File: src/rtl/strap_cfg_pkg.sv
package strap_cfg_pkg;
  localparam int BOOT_W = 4;

  typedef enum logic [1:0] {
    BIOS_LOCAL_SPI   = 2'd0,
    BIOS_ESPI_PERIPH = 2'd1,
    BIOS_ESPI_FLASH  = 2'd2
  } bios_src_e;

  typedef struct packed {
    bios_src_e bios;
    logic      fw_remote;
    logic      espi_en;
  } boot_cfg_t;

  localparam boot_cfg_t BOOT_DEFAULT = '{bios: BIOS_LOCAL_SPI, fw_remote: 1'b0, espi_en: 1'b1};
endpackage

File: src/rtl/strap_sync.sv
module strap_sync #(
  parameter int W      = 1,
  parameter int STAGES = 2
) (
  input  logic         clk,
  input  logic         rst,
  input  logic [W-1:0] d,
  output logic [W-1:0] q
);
  logic [STAGES-1:0][W-1:0] stg;

  always_ff @(posedge clk) begin
    if (rst) begin
      stg <= '0;
    end else begin
      stg[0] <= d;
      for (int i = 1; i < STAGES; i++) stg[i] <= stg[i-1];
    end
  end

  assign q = stg[STAGES-1];
endmodule

File: src/rtl/capture_domain.sv
module capture_domain #(
  parameter int W = 1
) (
  input  logic         clk,
  input  logic         rst,
  input  logic         qual,
  input  logic [W-1:0] pins,
  output logic [W-1:0] held,
  output logic         valid,
  output logic         pull_en
);
  logic qual_d;

  always_ff @(posedge clk) begin
    if (rst) begin
      qual_d <= 1'b0;
      held   <= '0;
      valid  <= 1'b0;
    end else begin
      qual_d <= qual;
      if (!qual) begin
        held  <= '0;
        valid <= 1'b0;
      end else if (!qual_d) begin
        held  <= pins;
        valid <= 1'b1;
      end
    end
  end

  assign pull_en = ~valid;
endmodule

File: src/rtl/boot_decode.sv
module boot_decode
  import strap_cfg_pkg::*;
(
  input  logic              clk,
  input  logic              rst,
  input  logic              valid,
  input  logic [BOOT_W-1:0] code,
  input  logic              side_fault,
  output logic              code_rsv,
  output boot_cfg_t         cfg_q
);
  boot_cfg_t dec;
  logic      rsv_raw;

  always_comb begin
    rsv_raw = 1'b0;
    dec     = BOOT_DEFAULT;
    unique case (code)
      4'b0000: dec = '{bios: BIOS_LOCAL_SPI,   fw_remote: 1'b0, espi_en: 1'b1};
      4'b0010: dec = '{bios: BIOS_LOCAL_SPI,   fw_remote: 1'b0, espi_en: 1'b0};
      4'b0100: dec = '{bios: BIOS_ESPI_PERIPH, fw_remote: 1'b0, espi_en: 1'b1};
      4'b1000: dec = '{bios: BIOS_ESPI_FLASH,  fw_remote: 1'b1, espi_en: 1'b1};
      4'b1100: dec = '{bios: BIOS_ESPI_PERIPH, fw_remote: 1'b1, espi_en: 1'b1};
      default: rsv_raw = 1'b1;
    endcase
  end

  assign code_rsv = valid & rsv_raw;

  always_ff @(posedge clk) begin
    if (rst) begin
      cfg_q <= BOOT_DEFAULT;
    end else if (!valid || code_rsv || side_fault) begin
      cfg_q <= BOOT_DEFAULT;
    end else begin
      cfg_q <= dec;
    end
  end
endmodule

File: src/rtl/strap_capture_decoder.sv
module strap_capture_decoder
  import strap_cfg_pkg::*;
#(
  parameter int RSV_HI_W = 3,
  parameter int RSV_LO_W = 2
) (
  input  logic                clk,
  input  logic                rst,
  input  logic                rsm_rst_n,
  input  logic                plat_pwrok,
  input  logic                dsw_pwrok,
  input  logic [3:0]          boot_pins,
  input  logic                xtal_pin,
  input  logic [RSV_HI_W-1:0] rsv_hi_pins,
  input  logic [RSV_LO_W-1:0] rsv_lo_pins,
  input  logic                swap_pin,
  input  logic                noreboot_pin,
  input  logic                dbg_pin,
  input  logic                deep_pin,
  output logic                pull_en_rsm,
  output logic                pull_en_plat,
  output logic                pull_en_dsw,
  output logic [1:0]          bios_src,
  output logic                fw_remote,
  output logic                espi_en,
  output logic                xtal_24m,
  output logic                top_swap,
  output logic                no_reboot,
  output logic                config_error
);
  localparam int N_DOM  = 3;
  localparam int RSM_W  = BOOT_W + 1 + RSV_HI_W + RSV_LO_W;
  localparam int PLAT_W = 3;
  localparam int DSW_W  = 1;

  // qualifier synchronizer: bit 0 resume, 1 platform, 2 deep-sleep
  logic [N_DOM-1:0] qual_s;
  strap_sync #(.W(N_DOM)) u_qsync (
    .clk(clk), .rst(rst), .d({dsw_pwrok, plat_pwrok, rsm_rst_n}), .q(qual_s)
  );

  logic [RSM_W-1:0]  rsm_s, rsm_h;
  logic [PLAT_W-1:0] plat_s, plat_h;
  logic [DSW_W-1:0]  dsw_s, dsw_h;
  logic              rsm_v, plat_v, dsw_v;

  strap_sync #(.W(RSM_W)) u_rsync (
    .clk(clk), .rst(rst), .d({boot_pins, xtal_pin, rsv_hi_pins, rsv_lo_pins}), .q(rsm_s)
  );
  strap_sync #(.W(PLAT_W)) u_psync (
    .clk(clk), .rst(rst), .d({swap_pin, noreboot_pin, dbg_pin}), .q(plat_s)
  );
  strap_sync #(.W(DSW_W)) u_dsync (
    .clk(clk), .rst(rst), .d(deep_pin), .q(dsw_s)
  );

  capture_domain #(.W(RSM_W)) u_rsm (
    .clk(clk), .rst(rst), .qual(qual_s[0]), .pins(rsm_s),
    .held(rsm_h), .valid(rsm_v), .pull_en(pull_en_rsm)
  );
  capture_domain #(.W(PLAT_W)) u_plat (
    .clk(clk), .rst(rst), .qual(qual_s[1]), .pins(plat_s),
    .held(plat_h), .valid(plat_v), .pull_en(pull_en_plat)
  );
  capture_domain #(.W(DSW_W)) u_dsw (
    .clk(clk), .rst(rst), .qual(qual_s[2]), .pins(dsw_s),
    .held(dsw_h), .valid(dsw_v), .pull_en(pull_en_dsw)
  );

  // resume field split
  logic [BOOT_W-1:0]   boot_h;
  logic                xtal_h;
  logic [RSV_HI_W-1:0] hi_h;
  logic [RSV_LO_W-1:0] lo_h;
  assign {boot_h, xtal_h, hi_h, lo_h} = rsm_h;

  logic rsm_side, plat_viol, dsw_viol, code_rsv;
  assign rsm_side  = rsm_v & ((hi_h != {RSV_HI_W{1'b1}}) | (lo_h != '0));
  assign plat_viol = plat_v & plat_h[0];
  assign dsw_viol  = dsw_v & dsw_h[0];

  boot_cfg_t cfg_q;
  boot_decode u_dec (
    .clk(clk), .rst(rst), .valid(rsm_v), .code(boot_h),
    .side_fault(rsm_side), .code_rsv(code_rsv), .cfg_q(cfg_q)
  );

  logic xtal_q, swap_q, nrb_q, err_q;
  always_ff @(posedge clk) begin
    if (rst) begin
      xtal_q <= 1'b0;
      swap_q <= 1'b0;
      nrb_q  <= 1'b0;
      err_q  <= 1'b0;
    end else begin
      xtal_q <= rsm_v & xtal_h;
      swap_q <= plat_v & plat_h[2];
      nrb_q  <= plat_v & plat_h[1];
      err_q  <= err_q | code_rsv | rsm_side | plat_viol | dsw_viol;
    end
  end

  assign bios_src     = cfg_q.bios;
  assign fw_remote    = cfg_q.fw_remote;
  assign espi_en      = cfg_q.espi_en;
  assign xtal_24m     = xtal_q;
  assign top_swap     = swap_q;
  assign no_reboot    = nrb_q;
  assign config_error = err_q;
endmodule

File: config.mk
export PLATFORM = sky130hd
export DESIGN_NAME = strap_capture_decoder
export DESIGN_NICKNAME = d
export VERILOG_FILES = /design/src/rtl/strap_cfg_pkg.sv /design/src/rtl/strap_sync.sv /design/src/rtl/capture_domain.sv /design/src/rtl/boot_decode.sv /design/src/rtl/strap_capture_decoder.sv
export SDC_FILE = /design/constraint.sdc
export NUM_CORES = 1
export LEC_CHECK = 0
export BUFFER_PORTS_ARGS = -buffer_cell sky130_fd_sc_hd__buf_2
export CAP_MARGIN = 40
export CORE_MARGIN = 1
export CORE_UTILIZATION = 31
export CTS_BUF_LIST = sky130_fd_sc_hd__clkbuf_8 sky130_fd_sc_hd__clkbuf_16
export DETAILED_ROUTE_END_ITERATION = 8
export MAX_ROUTING_LAYER = met4
export PLACE_DENSITY = 0.47
export SLEW_MARGIN = 25
export SYNTH_ARGS = -nofsm -noshare
export SYNTH_HDL_FRONTEND = slang
export SYNTH_HIERARCHICAL = 1
export SYNTH_SLANG_ARGS = --single-unit
File: constraint.sdc
create_clock -name clk -period 5.4 [get_ports clk]
set_input_delay 0.81 -clock clk [delete_from_list [all_inputs] [get_ports clk]]
set_output_delay 0.81 -clock clk [all_outputs]
set_load 0.05 [all_outputs]
==> impl_results.rst, run 1 <==
.. list-table::
   :header-rows: 1

   * - Metric
     - Value
   * - Status
     - finished, final reports clean
   * - Final WL
     - 2.89 mm
   * - Net count reported at finish
     - 215
   * - Post-CTS setup buffer count
     - 0
   * - Element type at the critical path end
     - register
   * - Area of the die
     - 0.00701 mm2
   * - Ys async rst share
     - 0%
   * - Placeable Area
     - 0.00639 mm2
   * - RSZ-0062 raised after global routing
     - false
   * - Top-area cell type share of the netlist area
     - 59.9%
   * - Total power
     - 952 uW
   * - Slowest Stage Delay on Critical Path
     - 0.53 ns
   * - Number of storage elements in the synthesis netlist
     - 62
   * - Detailed-route vias per instance
     - 4.04
   * - Launching element type of the critical path
     - register
   * - Antenna viol nets, final
     - 0
   * - Count of flip-flops with a built-in enable after synthesis
     - 0
   * - Worst hold-check path type
     - reg2reg
   * - CTS tree
     - done
   * - X dimension of the die
     - 83.7 um
   * - Crit-path slowest cell
     - sky130_fd_sc_hd__or4b_4
   * - Maximum number of pins on one net before global-route repair
     - 22
   * - Destination of the worst hold path
     - u_psync/q[1]$_SDFF_PP0_
   * - Max_cap viols
     - 0
   * - F_max
     - 531 MHz
   * - First drt pass iteration count
     - 4
   * - DRC violation count after routing
     - 0
   * - Num CTS Buffers
     - 9
   * - HPWL Detailed
     - 2.00 mm
   * - Gate family responsible for the most delay along the worst path
     - simple AND/OR/NAND/NOR gates
   * - Cell area after synthesis
     - 0.00207 mm2
   * - Final Hold Vio Count
     - 0
   * - Wire length of the first global-routing pass
     - 5.17 mm
   * - Num Clock Sinks
     - 62
   * - Final period util
     - 34.9%
   * - Max_slew headroom
     - 60.5%
   * - Total I/O pin count
     - 30
   * - Height of the die
     - 83.7 um
   * - Nets in the synthesized netlist
     - 194
   * - Origin of the critical flop-to-flop path
     - u_rsm/held[1]$_SDFFE_PP0N_
   * - Post-Place Setup Slack
     - 3.19 ns
   * - Final total negative setup slack
     - 0 ns
   * - Slew Limit Fails
     - 0
   * - Worst hold path cell count
     - 1
   * - Worst Setup Slack, final
     - 3.52 ns
   * - Number of placement rows
     - 29
   * - Largest fanout on the critical path
     - 4
   * - Worst Path Buf+Inv
     - 0
   * - Hold Crit Start
     - u_psync/stg[1]$_SDFF_PP0_
   * - R2R setup slack
     - 3.52 ns
   * - Library cell occupying the most area in the post-synthesis netlist
     - sky130_fd_sc_hd__dfxtp_1
   * - Distinct cell type count after synthesis
     - 24
   * - Number of antenna violations at the first check in global routing
     - 0
   * - Count leader, synth
     - sky130_fd_sc_hd__dfxtp_1
   * - Most used standard cells in the synthesized netlist
     - 62 x sky130_fd_sc_hd__dfxtp_1, 16 x sky130_fd_sc_hd__buf_4, 16 x sky130_fd_sc_hd__nor2b_2, 15 x sky130_fd_sc_hd__nor2_1
   * - Class of the most critical setup path
     - reg2reg
   * - Yosys Warn Count
     - 6
   * - H-tree depth
     - 3
   * - Worst path arrival time
     - 2.09 ns
   * - Via total after detailed routing
     - 1122
   * - Post-synthesis to final-layout area growth
     - 15.7%
   * - Number of filler cells placed in the layout
     - 640
   * - Number of global-route vias before repair
     - 1124
   * - Routability congestion estimate from global placement
     - 0.647
   * - Post-Syn Instances
     - 175
   * - Ranking of synthesized cells by area
     - sky130_fd_sc_hd__dfxtp_1 60%, sky130_fd_sc_hd__mux2i_1 6.8%, sky130_fd_sc_hd__nor2b_2 6.8%, sky130_fd_sc_hd__buf_4 5.8%, sky130_fd_sc_hd__nor2b_1 4.2%
   * - Slew at the pin with the worst max-slew slack
     - 0.591 ns
   * - Avg WL per Cell
     - 10.4 um
   * - Max Buffers Root-to-Sink
     - 2
   * - Worst Skew
     - 0.00612 ns
   * - Layout cells sized above 1
     - 34.3%
   * - Average size of a mapped cell
     - 11.8 um2
   * - Depth of the worst register-to-register path
     - 5
   * - Initial standard-cell utilization of the core
     - 32.4%
   * - Peak VDD IR
     - 142 uV
   * - Reg-to-reg critical path endpoint
     - u_dec/cfg_q[0]$_SDFF_PP1_
   * - Sequential element share of the synthesized area
     - 59.9%
   * - Critical Path, Cell by Cell
     - nor2_1 > nand4_1 > and2_1 > or4b_4 > or4b_1
   * - Global Route Usage Sum
     - 10.2%
   * - Power Dens Cells
     - 397 mW/mm2
   * - Overflow left after global routing
     - 0
   * - Clk slew on worst S/H paths
     - 0.07 ns
   * - Clk root buf
     - sky130_fd_sc_hd__clkbuf_8
   * - Count of final setup violators
     - 0
   * - Hold buffers post-CTS
     - 0
   * - Resized Gates After CTS
     - 0
   * - Number of violations reported at the end of detailed-routing iteration 0
     - 31
   * - Count of buffers inserted at the top-level ports
     - 29
   * - Final critical-path required period
     - 1.88 ns
   * - Main synth FF type
     - sky130_fd_sc_hd__dfxtp_1
   * - Clock network latency to the later pin of the worst-skew pair
     - 0.33 ns
   * - Antenna Cells
     - 0
   * - Leakage power of the design
     - 0.974 nW
   * - Critical path required time
     - 5.60 ns
[registers in the layout, indices dropped and copies added (netlist names), 3 cells and up]
name and cells:
u_rsync/q 10, u_dec/cfg_q 4, u_rsync/stg 10, u_qsync/q 3
u_rsm/held 10, u_psync/q 3, u_psync/stg 3, u_qsync/stg 3
u_plat/held 3
[cells by family after synthesis]
logic type	count (synthesis)	synth area share (%)
buf+inv	27	8.94
simple gates	65	22.0
flops	62	59.9
mux	14	6.77
compound gates	7	2.36
[worst reg2reg max path, delay by kind of cell (launching register included)]
| family | cells | cell delay (ns) |
|---|---|---|
| DFF | 1 | 0.32 |
| and+or+nand+nor | 5 | 1.45 |
[layer usage]
metal / routed length [um] / track usage (%) / part of all wire [%] / up-vias
met2: 1190 / 13.2 / 41 / 33
met5: 0 / - / 0 / -
met3: 165 / 3.46 / 5.7 / 7
met4: 95 / 9.24 / 3.3 / 0
li1: - / - / - / 581
met1: 1440 / 12.2 / 50 / 501
[cells in the final DEF, fill, tap and decap left out, types with 3 or more instances in the layout]
cell / netlist / routed
sky130_fd_sc_hd__mux2i_1: 14 / 14
sky130_fd_sc_hd__a21oi_1: 4 / 4
sky130_fd_sc_hd__inv_1: 7 / 7
sky130_fd_sc_hd__nor2b_2: 16 / 16
sky130_fd_sc_hd__dfxtp_1: 62 / 62
sky130_fd_sc_hd__clkbuf_8: 0 / 10
sky130_fd_sc_hd__nand2_1: 3 / 3
sky130_fd_sc_hd__nor2_1: 15 / 15
sky130_fd_sc_hd__nor2b_4: 4 / 4
sky130_fd_sc_hd__and3_1: 3 / 3
sky130_fd_sc_hd__nor2b_1: 14 / 14
sky130_fd_sc_hd__buf_2: 1 / 29
[power by group]
group          internal, mW  leakage [nW]  switching [mW]
Sequential            0.471         0.508         0.00527
Clock                 0.270         0.108           0.169
Combinational        0.0199         0.358          0.0169
Total                 0.761         0.974           0.191
[worst max-delay path by stage]
stage,slack [ns],startpoint,depth (start not counted),end
after floorplan,3.52,rst,2,u_dec/cfg_q[0]$_SDFF_PP1_
after global placement,2.96,rst,3,u_dec/cfg_q[0]$_SDFF_PP1_
after detailed placement,3.19,rst,3,u_dec/cfg_q[0]$_SDFF_PP1_
after CTS,3.48,u_rsm/held[1]$_SDFFE_PP0N_,5,u_dec/cfg_q[0]$_SDFF_PP1_
after global routing,3.41,u_rsm/held[1]$_SDFFE_PP0N_,5,u_dec/cfg_q[0]$_SDFF_PP1_
final,3.52,u_rsm/held[1]$_SDFFE_PP0N_,5,u_dec/cfg_q[0]$_SDFF_PP1_
[stage by stage]
stage / area [um2] / std cells / hold slack, ns / utilization (%)
floorplan: 2070 / 175 / 0.414 / -
global placement: 2150 / 261 / 0.425 / 33.7
finish: 2400 / 278 / 0.435 / 37.5
CTS: 2400 / 278 / 0.437 / 37.5
detailed placement: 2170 / 262 / 0.420 / 34.0
global route: 2400 / 278 / 0.459 / 37.5
[cell type report]
class	instances	area, um2	area share (%)
Clock inverter	6	85.1	3.55
Clock buffer	10	138	5.74
Inverter	7	26.3	1.10
Multi-Input combinational cell	86	644	26.9
Sequential cell	62	1240	51.8
Timing Repair Buffer	30	165	6.89
Tap cell	77	96.3	4.02
Power figures use the tool's default switching activity.
==> inputs of run 2 (changes only) <==
Settings changed: ABC_AREA set to 1, PLACE_DENSITY 0.47 to 0.48.
Clock period 5.4 ns to 1.52 ns, I/O delays scaled along.
==> impl_results.rst, run 2 <==
.. list-table::
   :header-rows: 1

   * - Metric
     - Value
   * - Status
     - finished, final reports clean (unchanged)
   * - Commonest non-fill, non-tap cells in the layout
     - 62 x sky130_fd_sc_hd__dfxtp_1, 54 x sky130_fd_sc_hd__inv_1, 45 x sky130_fd_sc_hd__nor2_1, 41 x sky130_fd_sc_hd__nand2_1, 29 x sky130_fd_sc_hd__buf_2 (was 62 x sky130_fd_sc_hd__dfxtp_1, 29 x sky130_fd_sc_hd__buf_2, 16 x sky130_fd_sc_hd__nor2b_2, 15 x sky130_fd_sc_hd__nor2_1)
   * - Number of global-route vias before repair
     - 1263 (was 1124)
   * - Sequential element share of the synthesized area
     - 58.4% (was 59.9%)
   * - Placeable Area
     - 0.00649 mm2 (was 0.00639 mm2)
   * - Routability congestion estimate from global placement
     - 0.815 (was 0.647)
   * - Avg WL per Cell
     - 8.24 um (was 10.4 um)
   * - Count leader, synth
     - sky130_fd_sc_hd__dfxtp_1 (unchanged)
   * - Num CTS Buffers
     - 9 (unchanged)
   * - Register area
     - 0.00124 mm2 (unchanged)
   * - Final total negative setup slack
     - 0 ns (unchanged)
   * - First drt pass iteration count
     - 4 (unchanged)
   * - Post-placement cell count
     - 339 (was 262)
   * - Largest fanout on the critical path
     - 5 (was 4)
   * - Leakage power of the design
     - 1.10 nW (was 0.974 nW)
   * - Area of the die
     - 0.00720 mm2 (was 0.00701 mm2)
   * - Count of buffers inserted at the top-level ports
     - 29 (unchanged)
   * - Worst hold-check path type
     - in2reg (was reg2reg)
   * - Post-synthesis to final-layout area growth
     - 12.5% (was 15.7%)
   * - Layout cells sized above 1
     - 24.1% (was 34.3%)
   * - Worst Skew
     - 0.00717 ns (was 0.00612 ns)
   * - Nets in the synthesized netlist
     - 269 (was 194)
   * - Final period util
     - 81.8%
   * - Post-synthesis xor/xnor area fraction
     - 0% (unchanged)
   * - HPWL Detailed
     - 2.03 mm (was 2.00 mm)
   * - Top-area cell type share of the netlist area
     - 58.4% (was 59.9%)
   * - Number of filler cells placed in the layout
     - 710 (was 640)
   * - Worst Setup SP
     - u_rsm/valid$_SDFFE_PP0N_ (was u_rsm/held[1]$_SDFFE_PP0N_)
   * - Critical path required time
     - 1.29 ns (was 5.60 ns)
   * - Overflow left after global routing
     - 0 (unchanged)
   * - X dimension of the die
     - 84.8 um (was 83.7 um)
   * - Most frequent standard cell in the layout excluding fill and tap cells
     - sky130_fd_sc_hd__dfxtp_1 (unchanged)
   * - Initial standard-cell utilization of the core
     - 32.7% (was 32.4%)
   * - Clock network latency to the later pin of the worst-skew pair
     - 0.33 ns (about the same)
   * - Peak VDD IR
     - 393 uV (was 142 uV)
   * - Number of placement rows
     - 29 (unchanged)
   * - Finished Layout Cells
     - 355 (was 278)
   * - Via total after detailed routing
     - 1314 (was 1122)
   * - Num Clock Sinks
     - 62 (unchanged)
   * - Yosys Warn Count
     - 6 (unchanged)
   * - Post-Syn Instances
     - 250 (was 175)
   * - Origin of the critical flop-to-flop path
     - u_rsm/held[7]$_SDFFE_PP0N_ (was u_rsm/held[1]$_SDFFE_PP0N_)
   * - Slew at the pin with the worst max-slew slack
     - 0.344 ns (was 0.591 ns)
   * - Max_cap viols
     - 0 (unchanged)
   * - Clk root buf
     - sky130_fd_sc_hd__clkbuf_8 (unchanged)
   * - DRC violation count after routing
     - 0 (unchanged)
   * - H-tree depth
     - 3 (unchanged)
   * - Library cell occupying the most area in the post-synthesis netlist
     - sky130_fd_sc_hd__dfxtp_1 (unchanged)
   * - Final WL
     - 2.93 mm (was 2.89 mm)
   * - Net count reported at finish
     - 292 (was 215)
   * - Element type at the critical path end
     - primary output (was register)
   * - RSZ-0062 raised after global routing
     - false (unchanged)
   * - Wire length of the first global-routing pass
     - 5.44 mm (was 5.17 mm)
   * - Most used standard cells in the synthesized netlist
     - 62 x sky130_fd_sc_hd__dfxtp_1, 52 x sky130_fd_sc_hd__inv_1, 45 x sky130_fd_sc_hd__nor2_1, 41 x sky130_fd_sc_hd__nand2_1, 16 x sky130_fd_sc_hd__buf_4 (was 62 x sky130_fd_sc_hd__dfxtp_1, 16 x sky130_fd_sc_hd__buf_4, 16 x sky130_fd_sc_hd__nor2b_2, 15 x sky130_fd_sc_hd__nor2_1)
   * - Cell area after synthesis
     - 0.00213 mm2 (was 0.00207 mm2)
   * - Launching element type of the critical path
     - register (unchanged)
   * - Ranking of synthesized cells by area
     - sky130_fd_sc_hd__dfxtp_1 58%, sky130_fd_sc_hd__inv_1 9.2%, sky130_fd_sc_hd__nor2_1 7.9%, sky130_fd_sc_hd__nand2_1 7.2%, sky130_fd_sc_hd__buf_4 5.6% (was sky130_fd_sc_hd__dfxtp_1 60%, sky130_fd_sc_hd__mux2i_1 6.8%, sky130_fd_sc_hd__nor2b_2 6.8%, sky130_fd_sc_hd__buf_4 5.8%, sky130_fd_sc_hd__nor2b_1 4.2%)
   * - Final critical-path required period
     - 1.24 ns
   * - Number of storage elements in the synthesis netlist
     - 62 (unchanged)
   * - Hold Crit Start
     - boot_pins[2] (was u_psync/stg[1]$_SDFF_PP0_)
   * - Count of flip-flops with a built-in enable after synthesis
     - 0 (unchanged)
   * - Resized Gates After CTS
     - 0 (unchanged)
   * - Total I/O pin count
     - 30 (unchanged)
   * - Antenna Cells
     - 0 (unchanged)
   * - Worst-case hold slack
     - 0.0998 ns (was 0.435 ns)
   * - Main synth FF type
     - sky130_fd_sc_hd__dfxtp_1 (unchanged)
   * - Max Buffers Root-to-Sink
     - 2 (unchanged)
   * - Antenna viol nets, final
     - 0 (unchanged)
   * - Dominant combinational cell family by area after synthesis
     - simple AND/OR/NAND/NOR gates (unchanged)
   * - Hold buffers post-CTS
     - 0 (unchanged)
   * - Count of final setup violators
     - 0 (unchanged)
   * - Ys async rst share
     - 0% (unchanged)
   * - Class of the most critical setup path
     - reg2out (was reg2reg)
   * - Worst path arrival time
     - 1.02 ns (was 2.09 ns)
   * - Max_slew headroom
     - 77.0% (was 60.5%)
   * - Total power
     - 3.01 mW (was 952 uW)
   * - Global Route Usage Sum
     - 10.4% (was 10.2%)
   * - Height of the die
     - 84.8 um (was 83.7 um)
   * - F_max
     - 804 MHz
   * - Compound-gate portion of the synthesized area
     - 6.18% (was 2.36%)
   * - Final core utilization
     - 36.9% (was 37.5%)
   * - Slew Limit Fails
     - 0 (unchanged)
   * - Multi-input gate area in the final layout
     - 518 um2 (was 644 um2)
   * - Maximum number of pins on one net before global-route repair
     - 32 (was 22)
   * - Power Dens Cells
     - 1260 mW/mm2 (was 397 mW/mm2)
   * - Multiplexer fraction of the synthesized cell area
     - 0% (was 6.77%)
   * - Detailed-route vias per instance
     - 3.70 (was 4.04)
   * - Final Hold Vio Count
     - 0 (unchanged)
   * - CTS tree
     - done (unchanged)
   * - Distinct cell type count after synthesis
     - 13 (was 24)
   * - Average size of a mapped cell
     - 8.51 um2 (was 11.8 um2)
   * - Post-CTS setup buffer count
     - 0 (unchanged)
   * - Clk slew on worst S/H paths
     - 0.07 ns (about the same)
   * - Number of antenna violations at the first check in global routing
     - 0 (unchanged)
   * - Number of violations reported at the end of detailed-routing iteration 0
     - 42 (was 31)
   * - Arithmetic-cell share of the synthesized area counting full adders, half adders and majority gates
     - 0% (unchanged)
   * - Simple-gate share of the synthesized area
     - 18.2% (was 22.0%)
## run 2: changes by cell type after synthesis, moves of 14 or more
cell / before / now
sky130_fd_sc_hd__inv_1: 7 / 52
sky130_fd_sc_hd__nand2_1: 3 / 41
sky130_fd_sc_hd__nor2_1: 15 / 45
sky130_fd_sc_hd__nor2b_2: 16 / 0
sky130_fd_sc_hd__mux2i_1: 14 / 0
sky130_fd_sc_hd__nor2b_1: 14 / 0
## run 2: power by group
part	switching [mW]	leakage, nW	internal, mW	total [mW]
logic	0.0746	0.501	0.0480	0.123
clock network	0.586	0.0944	0.614	1.20
registers	0.0161	0.508	1.67	1.69
## run 2: critical path: stages, from the launching register on
cell                      delay [ns]
sky130_fd_sc_hd__dfxtp_1        0.35
sky130_fd_sc_hd__inv_1          0.08
sky130_fd_sc_hd__buf_2          0.26
## run 2: logic make-up (layout without fill, tap and decap cells)
logic type	count (synthesis)	after routing
buf+inv	74	102
flops	62	62
simple gates	96	96
compound gates	18	18
## run 2: final timing paths
kind,cells after the start,slack (ns),end
setup reg to reg,9,0.30,config_error$_SDFF_PP0_
hold reg to reg,2,0.40,u_rsync/q[7]$_SDFF_PP0_
hold / removal,3,0.1,u_rsync/stg[8]$_SDFF_PP0_
setup / recovery,2,0.28,pull_en_rsm
## run 2: final cells by class
type	instances	share of cell area (%)
Sequential cell	62	51.9
Multi-Input combinational cell	114	21.6
Inverter	54	8.47
Timing Repair Buffer	32	7.00
Clock buffer	10	5.75
Tap cell	77	4.03
Clock inverter	6	1.25
## run 2: routing by layer
metal,share of wire [%],up-vias,track usage (%)
li1,-,751,-
met1,52,527,11.9
met2,40,26,14.3
met3,4.9,10,3.50
met4,3.0,0,9.24
met5,0,-,-
## run 2: through the flow
step	setup WS (ns)	area, um2
final	0.276	2390
after detailed placement	0.288	2230
after CTS	0.247	2390
after global routing	0.217	2390
after floorplan	0.471	2130
after global placement	0.293	2230
==> inputs of run 3 (changes only) <==
Settings changed: PLACE_DENSITY 0.48 to 0.46.
Clock period 1.52 ns to 1.2 ns, I/O delays scaled along.
==> impl_results.rst, run 3 (synthesis results as in run 2) <==
.. list-table::
   :header-rows: 1

   * - Metric
     - Value
   * - Via total after detailed routing
     - 1300 (was 1314)
   * - Worst path arrival time
     - 1.35 ns (was 1.02 ns)
   * - R2R setup slack
     - 0.06 ns (was 0.30 ns)
   * - Area of the die
     - 0.00720 mm2 (unchanged)
   * - Critical Path, Cell by Cell
     - inv_1 > nor2_2 > nand2_1 > nand2_2 > nor2_1 > nor2_1 > nand2_1 > nor2_1 > a21oi_2 (was inv_1 > buf_2)
   * - Max_slew headroom
     - 78.0% (was 77.0%)
   * - Clk slew on worst S/H paths
     - 0.06 ns (was 0.07 ns)
   * - Commonest non-fill, non-tap cells in the layout
     - 58 x sky130_fd_sc_hd__dfxtp_1, 53 x sky130_fd_sc_hd__inv_1, 44 x sky130_fd_sc_hd__nor2_1, 40 x sky130_fd_sc_hd__nand2_1, 27 x sky130_fd_sc_hd__buf_2 (was 62 x sky130_fd_sc_hd__dfxtp_1, 54 x sky130_fd_sc_hd__inv_1, 45 x sky130_fd_sc_hd__nor2_1, 41 x sky130_fd_sc_hd__nand2_1, 29 x sky130_fd_sc_hd__buf_2)
   * - Final critical-path required period
     - 1.14 ns
   * - X dimension of the die
     - 84.8 um (unchanged)
   * - Most frequent CP cell
     - sky130_fd_sc_hd__nor2_1
   * - Count of buffers inserted at the top-level ports
     - 29 (unchanged)
   * - CTS tree
     - done (unchanged)
   * - Wire length of the first global-routing pass
     - 5.25 mm (was 5.44 mm)
   * - Most frequent standard cell in the layout excluding fill and tap cells
     - sky130_fd_sc_hd__dfxtp_1 (unchanged)
   * - HPWL Detailed
     - 1.98 mm (was 2.03 mm)
   * - DRC violation count after routing
     - 1 (was 0)
   * - Initial standard-cell utilization of the core
     - 32.7% (unchanged)
   * - Count of final setup violators
     - 0 (unchanged)
   * - Worst-case hold slack
     - 0.0579 ns (was 0.0998 ns)
   * - Clock network latency to the later pin of the worst-skew pair
     - 0.32 ns (was 0.33 ns)
   * - Largest fanout on the critical path
     - 3 (was 5)
   * - Antenna viol nets, final
     - 0 (unchanged)
   * - Num CTS Buffers
     - 9 (unchanged)
   * - H-tree depth
     - 3 (unchanged)
   * - Class of the most critical setup path
     - reg2reg (was reg2out)
   * - Post-synthesis to final-layout area growth
     - 12.6% (was 12.5%)
   * - Failing checks
     - design-rule violations
   * - Max_cap viols
     - 0 (unchanged)
   * - Worst hold path cell count
     - 3 (unchanged)
   * - Slowest Stage Delay on Critical Path
     - 0.34 ns (was 0.35 ns)
   * - Number of global-route vias before repair
     - 1231 (was 1263)
   * - Number of violations reported at the end of detailed-routing iteration 0
     - 52 (was 42)
   * - Antenna Cells
     - 0 (unchanged)
   * - Layout cells sized above 1
     - 26.1% (was 24.1%)
   * - Final core utilization
     - 36.9% (about the same)
   * - Routability congestion estimate from global placement
     - 0.833 (was 0.815)
   * - Status
     - complete, but fails checks (was finished, final reports clean)
   * - Destination of the worst hold path
     - u_psync/stg[0]$_SDFF_PP0_ (was u_rsync/stg[8]$_SDFF_PP0_)
   * - Launching element type of the critical path
     - register (unchanged)
   * - First drt pass iteration count
     - 8 (was 4)
   * - Worst Skew
     - 0.00358 ns (was 0.00717 ns)
   * - M3 GR Usage
     - 3.89% (was 3.50%)
   * - Max Buffers Root-to-Sink
     - 2 (unchanged)
   * - Origin of the critical flop-to-flop path
     - u_rsm/held[7]$_SDFFE_PP0N_ (unchanged)
   * - Worst Setup Slack, final
     - 0.0588 ns (was 0.276 ns)
   * - Depth of the worst register-to-register path
     - 9 (unchanged)
   * - Hold Crit Start
     - dbg_pin (was boot_pins[2])
   * - Post-Place Setup Slack
     - 0.0157 ns (was 0.288 ns)
   * - Slew Limit Fails
     - 0 (unchanged)
   * - Final period util
     - 95.1%
   * - Hold buffers post-CTS
     - 0 (unchanged)
   * - Slew at the pin with the worst max-slew slack
     - 0.328 ns (was 0.344 ns)
   * - Global Route met1 Usage
     - 11.8% (was 11.9%)
   * - Detailed-route vias per instance
     - 3.68 (was 3.70)
   * - Reg-to-reg critical path endpoint
     - config_error$_SDFF_PP0_ (unchanged)
   * - Total I/O pin count
     - 30 (unchanged)
   * - Num Clock Sinks
     - 62 (unchanged)
   * - Total power
     - 3.74 mW (was 3.01 mW)
   * - Final WL
     - 2.90 mm (was 2.93 mm)
   * - Global Route Usage Sum
     - 10.0% (was 10.4%)
   * - Placeable Area
     - 0.00649 mm2 (unchanged)
   * - Critical path required time
     - 1.41 ns (was 1.29 ns)
   * - Height of the die
     - 84.8 um (unchanged)
   * - F_max
     - 876 MHz
   * - RSZ-0062 raised after global routing
     - true (was false)
   * - Worst Path Buf+Inv
     - 1 (was 2)
   * - Worst hold-check path type
     - in2reg (unchanged)
   * - Overflow left after global routing
     - 0 (unchanged)
   * - Routing layer with the top usage in global route
     - met2 (unchanged)
   * - Leakage power of the design
     - 1.10 nW (about the same)
   * - Clk root buf
     - sky130_fd_sc_hd__clkbuf_8 (unchanged)
   * - Gate family responsible for the most delay along the worst path
     - simple AND/OR/NAND/NOR gates (was flip-flops)
   * - Met2 track demand over resource
     - 13.7% (was 14.3%)
   * - Avg WL per Cell
     - 8.22 um (was 8.24 um)
   * - Net count reported at finish
     - 292 (unchanged)
   * - Crit-path slowest cell
     - sky130_fd_sc_hd__dfxtp_2 (was sky130_fd_sc_hd__dfxtp_1)
   * - Final Hold Vio Count
     - 0 (unchanged)
   * - Element type at the critical path end
     - register (was primary output)
   * - Power Dens Cells
     - 1560 mW/mm2 (was 1260 mW/mm2)
   * - Post-CTS setup buffer count
     - 0 (unchanged)
   * - Peak VDD IR
     - 503 uV (was 393 uV)
   * - Number of placement rows
     - 29 (unchanged)
   * - Maximum number of pins on one net before global-route repair
     - 31 (was 32)
   * - Number of antenna violations at the first check in global routing
     - 0 (unchanged)
run 3: changes by cell type in the layout (fill, tap and decap cells not counted), moves of 2 or more:
cell / delta
sky130_fd_sc_hd__dfxtp_1: -4
sky130_fd_sc_hd__buf_2: -2
sky130_fd_sc_hd__dfxtp_2: +4
sky130_fd_sc_hd__buf_4: +2
run 3: through the flow:
step / instances / cell area [um2] / TNS (ns)
2_1_floorplan: 250 / 2130 / 0
3_3_place_gp: 339 / 2230 / -0.0273
3_5_place_dp: 339 / 2230 / 0
4_1_cts: 353 / 2390 / 0
5_1_grt: 353 / 2400 / -0.0490
6_report: 353 / 2400 / 0
run 3: timing repair:
action | 4_1_cts | 5_1_grt
cloned | 0 | 0
endpoints found under the setup margin | 2 | 5
gates resized for setup | 2 | 7
run 3: worst max-delay path by stage:
stage | to | start | slack, ns | cells past startpoint
5_1_grt | config_error$_SDFF_PP0_ | u_rsm/held[7]$_SDFFE_PP0N_ | -0.04 | 8
4_1_cts | config_error$_SDFF_PP0_ | u_rsm/held[7]$_SDFFE_PP0N_ | 0.002 | 9
6_report | config_error$_SDFF_PP0_ | u_rsm/held[7]$_SDFFE_PP0N_ | 0.06 | 9
3_5_place_dp | config_error$_SDFF_PP0_ | u_rsm/held[7]$_SDFFE_PP0N_ | 0.02 | 9
3_3_place_gp | config_error$_SDFF_PP0_ | u_rsm/held[7]$_SDFFE_PP0N_ | -0.03 | 9
2_1_floorplan | config_error$_SDFF_PP0_ | u_rsm/held[7]$_SDFFE_PP0N_ | 0.15 | 9
run 3: power breakdown:
group          switching [mW]  internal, mW  leakage (nW)
logic                  0.0955        0.0621         0.503
registers              0.0205          2.12         0.510
clock network           0.677         0.759        0.0904
run 3: area by class of cell:
class,instances,area (um2)
fillers,722,4100
flip-flops and latches,62,1250
multi-input cells,114,523
repair buffers,32,173
clock buffers,10,138
well taps,77,96.3
inverters,54,203
clock inverters,4,17.5
run 3: layer usage:
| layer | wire length, um | part of all wire (%) |
|---|---|---|
| met1 | 1540 | 53 |
| met2 | 1130 | 39 |
| met3 | 162 | 5.6 |
| met4 | 74 | 2.6 |
| met5 | 0 | 0 |
run 3: tightest hold or removal path: cells and delay by family:
| family | cells | cell delay, ns |
|---|---|---|
| buf+inv | 2 | 0.10 |
| simple gates | 1 | 0.06 |
